[src/rtl/baud_gen_pkg.sv]
package baud_gen_pkg;
  localparam int unsigned RELOAD_W_DEF    = 15;
  localparam int unsigned SYNC_STAGES_DEF = 2;

  typedef enum logic {
    SRC_BUS = 1'b0,
    SRC_EXT = 1'b1
  } clk_src_e;
endpackage

[src/rtl/baud_ext_edge.sv]
module baud_ext_edge #(
  parameter int unsigned STAGES = baud_gen_pkg::SYNC_STAGES_DEF
) (
  input  logic clk,
  input  logic rst,
  input  logic ext_in,
  output logic rise
);
  localparam int unsigned DEPTH = STAGES + 1;

  logic [DEPTH-1:0] pipe_q;

  // stage 0 samples the pin, stages up to STAGES-1 resolve it,
  // the last stage keeps the previous resolved level for edge detection
  genvar g;
  generate
    for (g = 0; g < DEPTH; g++) begin : g_stage
      if (g == 0) begin : g_first
        always_ff @(posedge clk) begin
          if (rst) pipe_q[g] <= 1'b0;
          else     pipe_q[g] <= ext_in;
        end
      end else begin : g_next
        always_ff @(posedge clk) begin
          if (rst) pipe_q[g] <= 1'b0;
          else     pipe_q[g] <= pipe_q[g-1];
        end
      end
    end
  endgenerate

  assign rise = pipe_q[STAGES-1] & ~pipe_q[STAGES];
endmodule

[src/rtl/baud_cfg_reg.sv]
module baud_cfg_reg
  import baud_gen_pkg::*;
#(
  parameter int unsigned RELOAD_W = RELOAD_W_DEF
) (
  input  logic                clk,
  input  logic                rst,
  input  logic                cfg_we,
  input  logic [RELOAD_W:0]   cfg_wdata,
  output logic [RELOAD_W-1:0] pending,
  output clk_src_e            src
);
  always_ff @(posedge clk) begin
    if (rst) begin
      pending <= '0;
      src     <= SRC_BUS;
    end else if (cfg_we) begin
      pending <= cfg_wdata[RELOAD_W-1:0];
      src     <= clk_src_e'(cfg_wdata[RELOAD_W]);
    end
  end
endmodule

[src/rtl/baud_down_counter.sv]
module baud_down_counter #(
  parameter int unsigned RELOAD_W = baud_gen_pkg::RELOAD_W_DEF
) (
  input  logic                clk,
  input  logic                rst,
  input  logic                step,
  input  logic                force_load,
  input  logic [RELOAD_W-1:0] force_val,
  input  logic [RELOAD_W-1:0] pending,
  output logic [RELOAD_W-1:0] cnt_q,
  output logic [RELOAD_W-1:0] active_q,
  output logic                sclk,
  output logic                tick
);
  localparam logic [RELOAD_W-1:0] ONE = {{(RELOAD_W-1){1'b0}}, 1'b1};

  logic [RELOAD_W-1:0] cnt_n;
  logic [RELOAD_W-1:0] act_n;
  logic                tick_n;
  logic                sclk_n;
  logic                running;

  assign running = (active_q != '0);

  always_comb begin
    cnt_n  = cnt_q;
    act_n  = active_q;
    tick_n = 1'b0;
    if (force_load) begin
      cnt_n = force_val;
      act_n = force_val;
    end else if (running && step) begin
      if (cnt_q == '0) begin
        cnt_n  = pending;
        act_n  = pending;
        tick_n = (pending != '0);
      end else begin
        cnt_n = cnt_q - ONE;
      end
    end
    sclk_n = (act_n != '0) && (cnt_n > (act_n >> 1));
  end

  always_ff @(posedge clk) begin
    if (rst) begin
      cnt_q    <= '0;
      active_q <= '0;
      sclk     <= 1'b0;
      tick     <= 1'b0;
    end else begin
      cnt_q    <= cnt_n;
      active_q <= act_n;
      sclk     <= sclk_n;
      tick     <= tick_n;
    end
  end
endmodule

[src/rtl/baud_reload_gen.sv]
module baud_reload_gen
  import baud_gen_pkg::*;
#(
  parameter int unsigned RELOAD_W    = RELOAD_W_DEF,
  parameter int unsigned SYNC_STAGES = SYNC_STAGES_DEF
) (
  input  logic              clk,
  input  logic              rst,
  input  logic              cfg_we,
  input  logic [RELOAD_W:0] cfg_wdata,
  input  logic              pclr,
  input  logic              ext_clk,
  output logic              sclk,
  output logic              tick
);
  logic [RELOAD_W-1:0] pending_q;
  logic [RELOAD_W-1:0] cnt_q;
  logic [RELOAD_W-1:0] active_q;
  clk_src_e            src_q;
  logic                ext_rise;
  logic                step;
  logic                force_load;
  logic [RELOAD_W-1:0] force_val;

  baud_cfg_reg #(.RELOAD_W(RELOAD_W)) u_cfg (
    .clk       (clk),
    .rst       (rst),
    .cfg_we    (cfg_we),
    .cfg_wdata (cfg_wdata),
    .pending   (pending_q),
    .src       (src_q)
  );

  baud_ext_edge #(.STAGES(SYNC_STAGES)) u_edge (
    .clk    (clk),
    .rst    (rst),
    .ext_in (ext_clk),
    .rise   (ext_rise)
  );

  assign step       = (src_q == SRC_EXT) ? ext_rise : 1'b1;
  assign force_load = pclr | (cfg_we & (active_q == '0));
  assign force_val  = cfg_we ? cfg_wdata[RELOAD_W-1:0] : pending_q;

  baud_down_counter #(.RELOAD_W(RELOAD_W)) u_cnt (
    .clk        (clk),
    .rst        (rst),
    .step       (step),
    .force_load (force_load),
    .force_val  (force_val),
    .pending    (pending_q),
    .cnt_q      (cnt_q),
    .active_q   (active_q),
    .sclk       (sclk),
    .tick       (tick)
  );
endmodule

[config.mk]
export PLATFORM = sky130hd
export DESIGN_NAME = baud_reload_gen
export DESIGN_NICKNAME = d
export VERILOG_FILES = /design/src/rtl/baud_gen_pkg.sv /design/src/rtl/baud_ext_edge.sv /design/src/rtl/baud_cfg_reg.sv /design/src/rtl/baud_down_counter.sv /design/src/rtl/baud_reload_gen.sv
export SDC_FILE = /design/constraint.sdc
export NUM_CORES = 1
export LEC_CHECK = 0
export ABC_AREA = 1
export BUFFER_PORTS_ARGS = -buffer_cell sky130_fd_sc_hd__buf_2
export CORE_ASPECT_RATIO = 0.9
export CORE_MARGIN = 5
export CORE_UTILIZATION = 43
export CTS_CLUSTER_DIAMETER = 200
export DETAILED_ROUTE_END_ITERATION = 8
export PLACE_DENSITY_LB_ADDON = 0.05
export SYNTH_ARGS = -nofsm -noshare
export SYNTH_HDL_FRONTEND = slang
export SYNTH_SLANG_ARGS = --single-unit
[constraint.sdc]
create_clock -name clk -period 3.7 [get_ports clk]
set_clock_uncertainty 0.05 [all_clocks]
set_input_delay 0 -clock clk [delete_from_list [all_inputs] [get_ports clk]]
set_output_delay 0 -clock clk [all_outputs]
set_load 0.005 [all_outputs]
==> metrics.cfg, run 1 <==
[power]
p_sw_mw = 0.6207
peakVddDrop_mv = 0.1750
p_int_mw = 1.030
combinationalPowerShare_pct = 35.3
clock_power_share_pct = 26.1
p_seq_share_pct = 38.6
power_mw = 1.650
p_per_area_nw_per_um2 = 433.5
switching_share_pct = 37.61
leakage_nw = 1.930

[critical_path]
start_kind = flop
critical_path_class = flop to flop
critPathBufInv = 1
worstSetupStartpoint = u_cnt.active_q[1]
cp-end-kind = flop
max_stage_delay_ps = 370
cpMostUsedCell = nand2_1
worstPathRequired_ps = 3880
cp.arrival_ps = 3390
crit_chain = nor2_1 -> nand2_1 -> nor2_1 -> nand3_1 -> nand2_2 -> inv_4 -> nor2_1 -> a21oi_1 -> ha_1 -> a21oi_1 -> nor2_1 -> a211oi_1 -> nand2_1 -> nand2_1 -> nand2_1 -> nand2_1 -> nand2_1 -> nand2_1 -> nand2_1 -> nand2_1 -> nor2_1
cp_num_cells = 21
ff2ff_setup_slack_ps = 490
crit_end = u_cnt.sclk
critPathTopFamily = simple AND/OR/NAND/NOR gates
crit_fanout = 34
rr_endpoint = u_cnt.sclk
reg2regPathDepth = 21
critPathSlowestCell = ha_1
rr_startpoint = u_cnt.active_q[1]

[logic_synthesis]
synth.largest_area_cell = dfxtp_1
synth_seq_cells = 51
syn-instance-count = 526
synth_top_area_share_pct = 30.26
yosysMostFrequentCell = nand2_1
ys.flop_type = dfxtp_1
seq_area_frac_synth_pct = 30.26
synth_common_cells = nand2_1 (169), nor2_1 (71), dfxtp_1 (51)
synth.area.top_cells = dfxtp_1 (30%), nand2_1 (19%), nor2_1 (7.9%)
synth_cell_types = 41
synth_fp_nets = 562
async_flop_share_pct = 0
yosys_warnings = 0
syn_avg_cell_area_um2 = 6.415
synth.cell_area_um2 = 3374
synth_edf_count = 0

[die]
die_y_um = 94.04
io_pins = 23
die_x_um = 103.4
start_util_pct = 44.50
rows = 30
coreArea_um2 = 7582
dieArea_um2 = 9722

[layout]
instances_no_fill = 652
layout.nets = 591
fin_util_pct = 50.21
final_area_um2 = 3807
area_delta_synth_final_pct = 12.83
drive_above_1_share_pct = 12.41
diodes = 0

[clock_tree]
post-cts-setup-buffers = 0
htreeDepth = 2
numCtsBuffers = 5
clock_latency_ps = 320
cts_tree = done
root_buffer = clkbuf_8
cts.sinks = 51
path_clk_slew_ps = 100
cts_buffer_depth = 2

[sta]
finalCriticalPeriod_ps = 3213
hold_viol = 0
period_share_pct = 86.84
max_freq_mhz = 311.2
worst_pin_slew_ps = 847.5
rsz0062_at_grt = no
finalSetupViolCount = 0
finalSetupTns_ps = 0
slew_viol_final = 0
relSlewSlack_pct = 43.50

[routing]
drc = 0
antenna_left = 0
vias = 3374
via_per_inst = 5.175
wl_per_cell_um = 15.76
drt_first_iter_violations = 227
drt-total-wl_mm = 10.27
first_pass_iters = 5

[run]
cap_violations = 0

[placement]
dp_cells = 627
gp_congestion = 0.9187
placed_area_um2 = 3511
hpwl_mm = 7.824
port_buffers = 22

[global_routing]
antenna_found_initial = 0
grt_max_degree = 44
grt_pass1_vias = 3280
grt_remaining_overflow = 0
grt_use_total_pct = 23.36
grt_first_pass_wirelength_mm = 17.24

[worst_hold_path]
min_path_type = input port to flop
min_delay_path_depth = 3

[status]
status = finished, final reports clean

[area by class of cell]
type                            count  area (µm²)
Timing Repair Buffer               42       302.8
Multi-Input combinational cell    407        2059
Clock inverter                      2       38.79
Tap cell                           96       120.1
Fill cell                         804        3775
Clock buffer                        6       82.58
Sequential cell                    51        1021
Inverter                           48       182.7
[worst min-delay path by stage]
stage,from,end,slack [ps]
6_report,cfg_we,u_cfg.src,50
2_1_floorplan,ext_clk,u_edge.pipe_q[0],60
3_3_place_gp,ext_clk,u_edge.pipe_q[0],160
5_1_grt,cfg_we,u_cfg.pending[0],90
3_5_place_dp,ext_clk,u_edge.pipe_q[0],160
4_1_cts,cfg_we,u_cfg.src,50
[logic make-up after synthesis]
kind of cell | Yosys count | share of synthesized area [%]
AO/OA/AOI/OAI | 69 | 11.83
adder cells (fa/ha/maj) | 15 | 5.562
buffers and inverters | 68 | 8.899
flip-flops | 51 | 30.26
AND/OR/NAND/NOR | 313 | 40.71
XOR/XNOR | 6 | 1.557
multiplexers | 4 | 1.187
[what timing repair did]
| item | in CTS | in global routing |
|---|---|---|
| hold buffers | 17 | 0 |
| resized for setup | 0 | 3 |
| hold endpoints to repair | 17 | 0 |
| setup endpoints to repair | 0 | 1 |
[layer usage]
layer,GRT usage [%],wire length (µm),vias up
met1,31.22,4644,1530
met5,0,0,-
li1,-,-,1733
met3,3.489,579,21
met4,9.169,292,0
met2,37.37,4757,90
[flip-flops by register name, indices dropped and copies added, names as in the netlist]
signal          flops
u_cfg.pending      15
u_cfg.src           1
u_cnt.active_q     15
u_cnt.cnt_q        15
u_cnt.sclk          1
u_cnt.tick          1
u_edge.pipe_q       3
[per-stage QoR]
stage	hold slack (ps)	setup slack [ps]
finish	54.33	486.9
global placement	155.3	309.8
CTS	52.20	388.0
global route	94.34	51.62
detailed placement	160.3	414.6
floorplan	56.97	1064
[tightest hold or removal path, stage by stage]
cell and delay [ps]:
buf_2 170, o21ai_0 160, nor2_1 50
[cells in the final DEF, fill, tap and decap left out, types with 3 or more instances in the layout]
| cell | n |
|---|---|
| nand2_1 | 169 |
| nor2_1 | 70 |
| dfxtp_1 | 51 |
| inv_1 | 44 |
| nand3_1 | 26 |
| o21ai_0 | 26 |
| buf_2 | 22 |
| a21oi_1 | 19 |
| dlygate4sd3_1 | 17 |
| ha_1 | 15 |
| nand2_2 | 11 |
| and2_1 | 8 |
| nor2_2 | 7 |
| clkbuf_8 | 6 |
| xor2_1 | 5 |
| a21boi_1 | 5 |
| o21ai_1 | 4 |
| nor4_1 | 4 |
| nand4_1 | 4 |
| mux2i_1 | 4 |
| inv_2 | 3 |
| or2_2 | 3 |
| nor3_1 | 3 |
| buf_4 | 3 |
[power by group through the flow]
stage               sequential [mW]  clock [mW]  combinational, mW
floorplan                     0.637           0              0.440
global placement              0.650           0              0.562
detailed placement            0.649           0              0.561
CTS                           0.637       0.441              0.579
global route                  0.645       0.462              0.674
finish                        0.637       0.431              0.582
Note: power is estimated with default switching activity, not from simulation.
==> inputs of run 2 (changes only) <==
--- a/config.mk
+++ b/config.mk
@@ -12,6 +12,7 @@
 export CORE_UTILIZATION = 43
 export CTS_CLUSTER_DIAMETER = 200
 export DETAILED_ROUTE_END_ITERATION = 8
+export GPL_TIMING_DRIVEN = 0
 export PLACE_DENSITY_LB_ADDON = 0.05
 export SYNTH_ARGS = -nofsm -noshare
 export SYNTH_HDL_FRONTEND = slang
==> run 2 against run 1 <==
  * Sequential share of layout area is 0.43 points lower
  * Via count is 4.7% higher
  * Clock power down 21%
  * Wire length increased by 9.6%
  * First-iteration DRC count up 14%
  * Design area increased by 1.6%
  * Utilization rose by 0.83 points
  * Critical path depth fell by 2
  * Global-route usage increased by 1.0 points
  * Final cell count up 2.5%
  * Worst setup slack worse by 100 ps
  * Largest power group unchanged
==> metrics.cfg, run 2 (same netlist as run 1, synthesis figures left out) <==
[routing]
drt-total-wl_mm = 11.26
wl_per_cell_um = 16.86
via_per_inst = 5.289
drc = 0
antenna_left = 0
vias = 3533
drt_first_iter_violations = 259
first_pass_iters = 5

[power]
p_seq_share_pct = 40.0
peakVddDrop_mv = 0.2272
clock_power_share_pct = 21.4
p_sw_mw = 0.6381
switching_share_pct = 40.12
combinationalPowerShare_pct = 38.6
p_per_area_nw_per_um2 = 411.0
leakage_nw = 1.963
p_int_mw = 0.9525

[layout]
final_cell_mix = nand2_1 (169), nor2_1 (71), dfxtp_1 (51), inv_1 (44), buf_2 (29)
diodes = 0
final_common_cell = nand2_1
drive_above_1_share_pct = 13.29
area_delta_synth_final_pct = 14.68
top_regs = u_cfg.pending (15), u_cnt.active_q (15), u_cnt.cnt_q (15)
layout.nets = 607

[critical_path]
rr_startpoint = u_cnt.cnt_q[0]
cp.arrival_ps = 3480
worstPathRequired_ps = 3860
rr_endpoint = u_cnt.sclk
crit_fanout = 8
critical_path_class = flop to flop
cpMostUsedCell = nand2_1
start_kind = flop
max_stage_delay_ps = 400
crit_end = u_cnt.sclk
ff2ff_setup_slack_ps = 380
reg2regPathDepth = 19
worstSetupStartpoint = u_cnt.cnt_q[0]
cp-end-kind = flop
critPathSlowestCell = nor4_1
crit_chain = inv_1 -> ha_1 -> nand4_1 -> nor3_4 -> nand2_1 -> inv_1 -> nand2_1 -> nand3_1 -> nand2_1 -> nand2_1 -> inv_1 -> ha_1 -> nand4_1 -> nor4_1 -> nand2_1 -> nand2_1 -> nand2_1 -> nand2_1 -> nor2_1

[sta]
layout_setup_ws_ps = 382.7
slew_viol_final = 0
max_freq_mhz = 301.5
finalSetupTns_ps = 0
finalCriticalPeriod_ps = 3317
finalSetupViolCount = 0
relSlewSlack_pct = 55.60
hold_viol = 0
period_share_pct = 89.66
worst_pin_slew_ps = 666.0
rsz0062_at_grt = no

[die]
coreArea_um2 = 7582
start_util_pct = 44.50
rows = 30
dieArea_um2 = 9722
die_x_um = 103.4
die_y_um = 94.04
io_pins = 23

[global_routing]
grt_remaining_overflow = 0
grt_first_pass_wirelength_mm = 17.74
grt_pass1_vias = 3269
grt_use_total_pct = 24.39
grt_max_degree = 17
antenna_found_initial = 0

[clock_tree]
cts_buffer_depth = 2
root_buffer = clkbuf_8
path_clk_slew_ps = 110
htreeDepth = 2
cts_tree = done
numCtsBuffers = 5
cts.sinks = 51
clock_latency_ps = 310

[worst_hold_path]
min_path_type = input port to flop

[status]
status = finished, final reports clean

[placement]
hpwl_mm = 8.775
gp_congestion = 0.9508
port_buffers = 20
dp_worst_setup_slack_ps = 328.5

[run]
cap_violations = 0

## run 2: cell types whose count changed in the layout (fill, tap and decap cells not counted), moves of 2 or more
cell        before  now
buf_2           22   29
clkbuf_1         0    6
buf_6            0    4
buf_4            3    1
clkinvlp_4       0    2
## run 2: worst max-delay path, delay by kind of cell, from the launching register on
family | cells | cell delay [ps]
fa+ha+maj | 2 | 630
buf+inv | 3 | 320
flops | 1 | 320
simple gates | 14 | 1890
## run 2: how the worst min path moves through the flow
| stage | end | startpoint | slack (ps) | cells after the start |
|---|---|---|---|---|
| floorplan | u_edge.pipe_q[0] | ext_clk | 60 | 2 |
| global placement | u_edge.pipe_q[0] | ext_clk | 160 | 3 |
| detailed placement | u_edge.pipe_q[0] | ext_clk | 160 | 3 |
| CTS | u_cfg.src | cfg_we | 70 | 3 |
| global route | u_cfg.pending[2] | cfg_we | 90 | 3 |
| finish | u_cfg.src | cfg_we | 70 | 3 |
## run 2: power by group through the flow
| stage | combinational (mW) | clock (mW) | sequential [mW] |
|---|---|---|---|
| after floorplan | 0.440 | 0 | 0.637 |
| after global placement | 0.579 | 0 | 0.648 |
| after detailed placement | 0.586 | 0 | 0.649 |
| after CTS | 0.604 | 0.343 | 0.636 |
| after global routing | 0.688 | 0.373 | 0.644 |
| final | 0.614 | 0.340 | 0.637 |
## run 2: area by class of cell
class,instances,area [µm²]
fillers,800,3712
multi-input cells,407,2059
flip-flops and latches,51,1021
repair buffers,38,280.3
inverters,48,180.2
plain buffers,20,120.1
well taps,96,120.1
clock buffers,5,68.82
clock inverters,3,20.02
## run 2: through the flow
stage	total power, mW	cells	hold slack, ps	utilization [%]	cell area [µm²]
global route	1.704	668	93.99	51.04	3870
global placement	1.227	642	156.7	47.41	3595
finish	1.591	668	66.15	51.04	3870
detailed placement	1.235	642	159.6	47.41	3595
floorplan	1.077	526	56.97	-	3374
CTS	1.583	668	68.38	50.96	3864
## run 2: metal layers
layer / track usage [%] / up-vias / routed length, µm
li1: - / 1767 / -
met2: 39.44 / 106 / 5175
met4: 7.443 / 0 / 293
met1: 33.17 / 1635 / 5211
met5: 0 / - / 0
met3: 3.563 / 25 / 580
## run 2: what timing repair did
action,CTS,global route
setup buffers,0,0
setup endpoints to repair,0,1
resized for setup,0,1
hold buffers,18,0
endpoints found under the hold margin,18,0
==> inputs of run 3 (changes only) <==
--- a/config.mk
+++ b/config.mk
@@ -5,7 +5,7 @@
 export SDC_FILE = /design/constraint.sdc
 export NUM_CORES = 1
 export LEC_CHECK = 0
-export ABC_AREA = 1
+export ABC_AREA = 0
 export BUFFER_PORTS_ARGS = -buffer_cell sky130_fd_sc_hd__buf_2
 export CORE_ASPECT_RATIO = 0.9
 export CORE_MARGIN = 5
==> run 3 against run 2 <==
  * Maximum frequency fell by 10%
  * Worst setup slack got worse by 380 ps
  * Clock power rose by 3%
  * First-iteration DRC count rose by 3.5%
  * Synthesized area fell by 16%
  * Critical path depth fell by 2
  * Largest cell class unchanged
  * Highest routed layer unchanged
  * Combinational power fell by 10%
  * Flip-flop and latch count did not move
  * Critical path type unchanged
==> metrics.cfg, run 3 <==
[status]
status = finished, final reports clean

[layout]
area_delta_synth_final_pct = 28.00
layout.nets = 422
final_common_cell = nor2_1
final_cell_mix = nor2_1 (55), dfxtp_1 (49), buf_2 (21), mux2i_1 (20)
diodes = 0
drive_above_1_share_pct = 22.48
top_regs = u_cfg.pending (15), u_cnt.active_q (15), u_cnt.cnt_q (15)

[worst_hold_path]
min_path_type = input port to flop

[routing]
via_per_inst = 5.759
vias = 2747
first_pass_iters = 5
drc = 0
drt-total-wl_mm = 9.078
drt_first_iter_violations = 268
antenna_left = 0
wl_per_cell_um = 19.03

[die]
dieArea_um2 = 8313
die_y_um = 87
coreArea_um2 = 6481
io_pins = 23
rows = 28
start_util_pct = 43.71
die_x_um = 95.56

[clock_tree]
root_buffer = clkbuf_8
cts_tree = done
cts_buffer_depth = 2
htreeDepth = 2
numCtsBuffers = 5
cts.sinks = 51
path_clk_slew_ps = 100
clock_latency_ps = 320

[logic_synthesis]
yosysMostFrequentCell = nor2_1
synth.area.top_cells = dfxtp_1 (36%), nor2_1 (7.6%), mux2i_1 (7.1%)
ys.flop_type = dfxtp_1
synthSimpleGateAreaFrac_pct = 24.60
synth_edf_count = 0
syn-instance-count = 324
yosys_warnings = 0
synth.largest_area_cell = dfxtp_1
synth_fp_nets = 360
synth_top_area_share_pct = 36.04
synth_cell_types = 61
async_flop_share_pct = 0
synth_seq_cells = 51
synth_xor_area_share_pct = 1.855
syn_avg_cell_area_um2 = 8.743
synthMuxAreaShare_pct = 7.465
synth_common_cells = nor2_1 (57), dfxtp_1 (51), mux2i_1 (20)
seq_area_frac_synth_pct = 36.04
synthAdderAreaFrac_pct = 6.625
synth_top_family_by_area = simple AND/OR/NAND/NOR gates
synth.cell_area_um2 = 2833
synth_compound_area_share_pct = 19.70

[global_routing]
grt_use_total_pct = 22.31
grt_remaining_overflow = 0
grt_pass1_vias = 2512
grt_max_degree = 19
antenna_found_initial = 0
grt_first_pass_wirelength_mm = 13.86

[placement]
gp_congestion = 0.9205
hpwl_mm = 6.763
port_buffers = 21

[sta]
finalSetupViolCount = 0
worst_pin_slew_ps = 702.0
relSlewSlack_pct = 52.70
hold_ws_ps = 190.6
period_share_pct = 99.86
finalSetupTns_ps = 0
max_freq_mhz = 270.7
slew_viol_final = 0
finalCriticalPeriod_ps = 3695
hold_viol = 0

[power]
leakage_nw = 1.497
p_per_area_nw_per_um2 = 427.1
peakVddDrop_mv = 0.2050

[critical_path]
critPathSlowestCell = nor4_4
worstPathRequired_ps = 3840
max_stage_delay_ps = 420
crit_chain = nor4_4 -> nand4_1 -> nor2b_2 -> buf_6 -> o21ai_4 -> buf_6 -> buf_4 -> o21bai_2 -> ha_1 -> a21o_1 -> a21o_1 -> a21oi_2 -> nor2_1 -> a2111oi_2 -> o31ai_1 -> a21oi_1 -> a311oi_2
critPathBufInv = 3
cp.arrival_ps = 3830
critical_path_class = flop to flop
cp-end-kind = flop
start_kind = flop
critPathTopFamily = compound AO/OA/AOI/OAI gates
crit_fanout = 10

[run]
cap_violations = 0

[run 3: layer usage]
metal / wire (µm) / GRT usage [%]
met1: 4217 / 31.87
met2: 4015 / 34.28
met3: 631 / 3.889
met4: 214 / 6.589
met5: 0 / 0
[run 3: cell families after synthesis]
kind of cell / Yosys count
buf+inv: 24
xor+xnor: 6
fa+ha+maj: 15
mux: 21
flops: 51
simple gates: 131
compound gates: 76
[run 3: cell type report]
cell class,count,area [µm²]
inverter,9,33.78
timing repair buffer,56,412.9
clock inverter,3,26.28
multi-input combinational,249,1858
buffer,14,87.58
tap,90,112.6
fill,587,2855
sequential,51,1026
clock buffer,5,68.82
[run 3: final timing paths]
path	startpoint	end	slack, ps	cells after the start
setup reg to reg	u_cnt.active_q[1]	u_cnt.sclk	5	17
setup / recovery	u_cnt.active_q[1]	u_cnt.sclk	5	17
hold reg to reg	u_edge.pipe_q[1]	u_edge.pipe_q[2]	390	2
hold / removal	pclr	u_cnt.tick	190	4
[run 3: power breakdown]
part           leakage, nW  switching, mW  internal [mW]
sequential           0.423         0.0501          0.597
clock               0.0491          0.210          0.140
combinational         1.02          0.296          0.255
total                 1.50          0.556          0.992
[run 3: through the flow]
stage | setup WS [ps] | total power, mW | instance area (µm²) | utilization [%] | std cells
3_3_place_gp | -691.4 | 1.101 | 3050 | 47.07 | 435
3_5_place_dp | -596.3 | 1.103 | 3050 | 47.07 | 435
2_1_floorplan | 335.9 | 0.9692 | 2833 | - | 324
5_1_grt | -64.11 | 1.639 | 3626 | 55.95 | 477
4_1_cts | 24.47 | 1.477 | 3373 | 52.05 | 462
6_report | 5.345 | 1.548 | 3626 | 55.95 | 477
[run 3: worst register-to-register path, delay by kind of cell, from the launching register on]
kind / cells / cell delay (ps)
DFF: 1 / 370
and+or+nand+nor: 4 / 1040
adders and majority gates: 1 / 230
buffers and inverters: 3 / 420
AOI/OAI and AO/OA: 9 / 1460
[run 3: repair_timing]
| item | in CTS | in global routing |
|---|---|---|
| setup buffers | 1 | 16 |
| endpoints found under the hold margin | 18 | 0 |
| pin swaps | 2 | 10 |
| gates resized for setup | 10 | 37 |
| hold buffers | 18 | 0 |
| setup endpoints to repair | 1 | 1 |
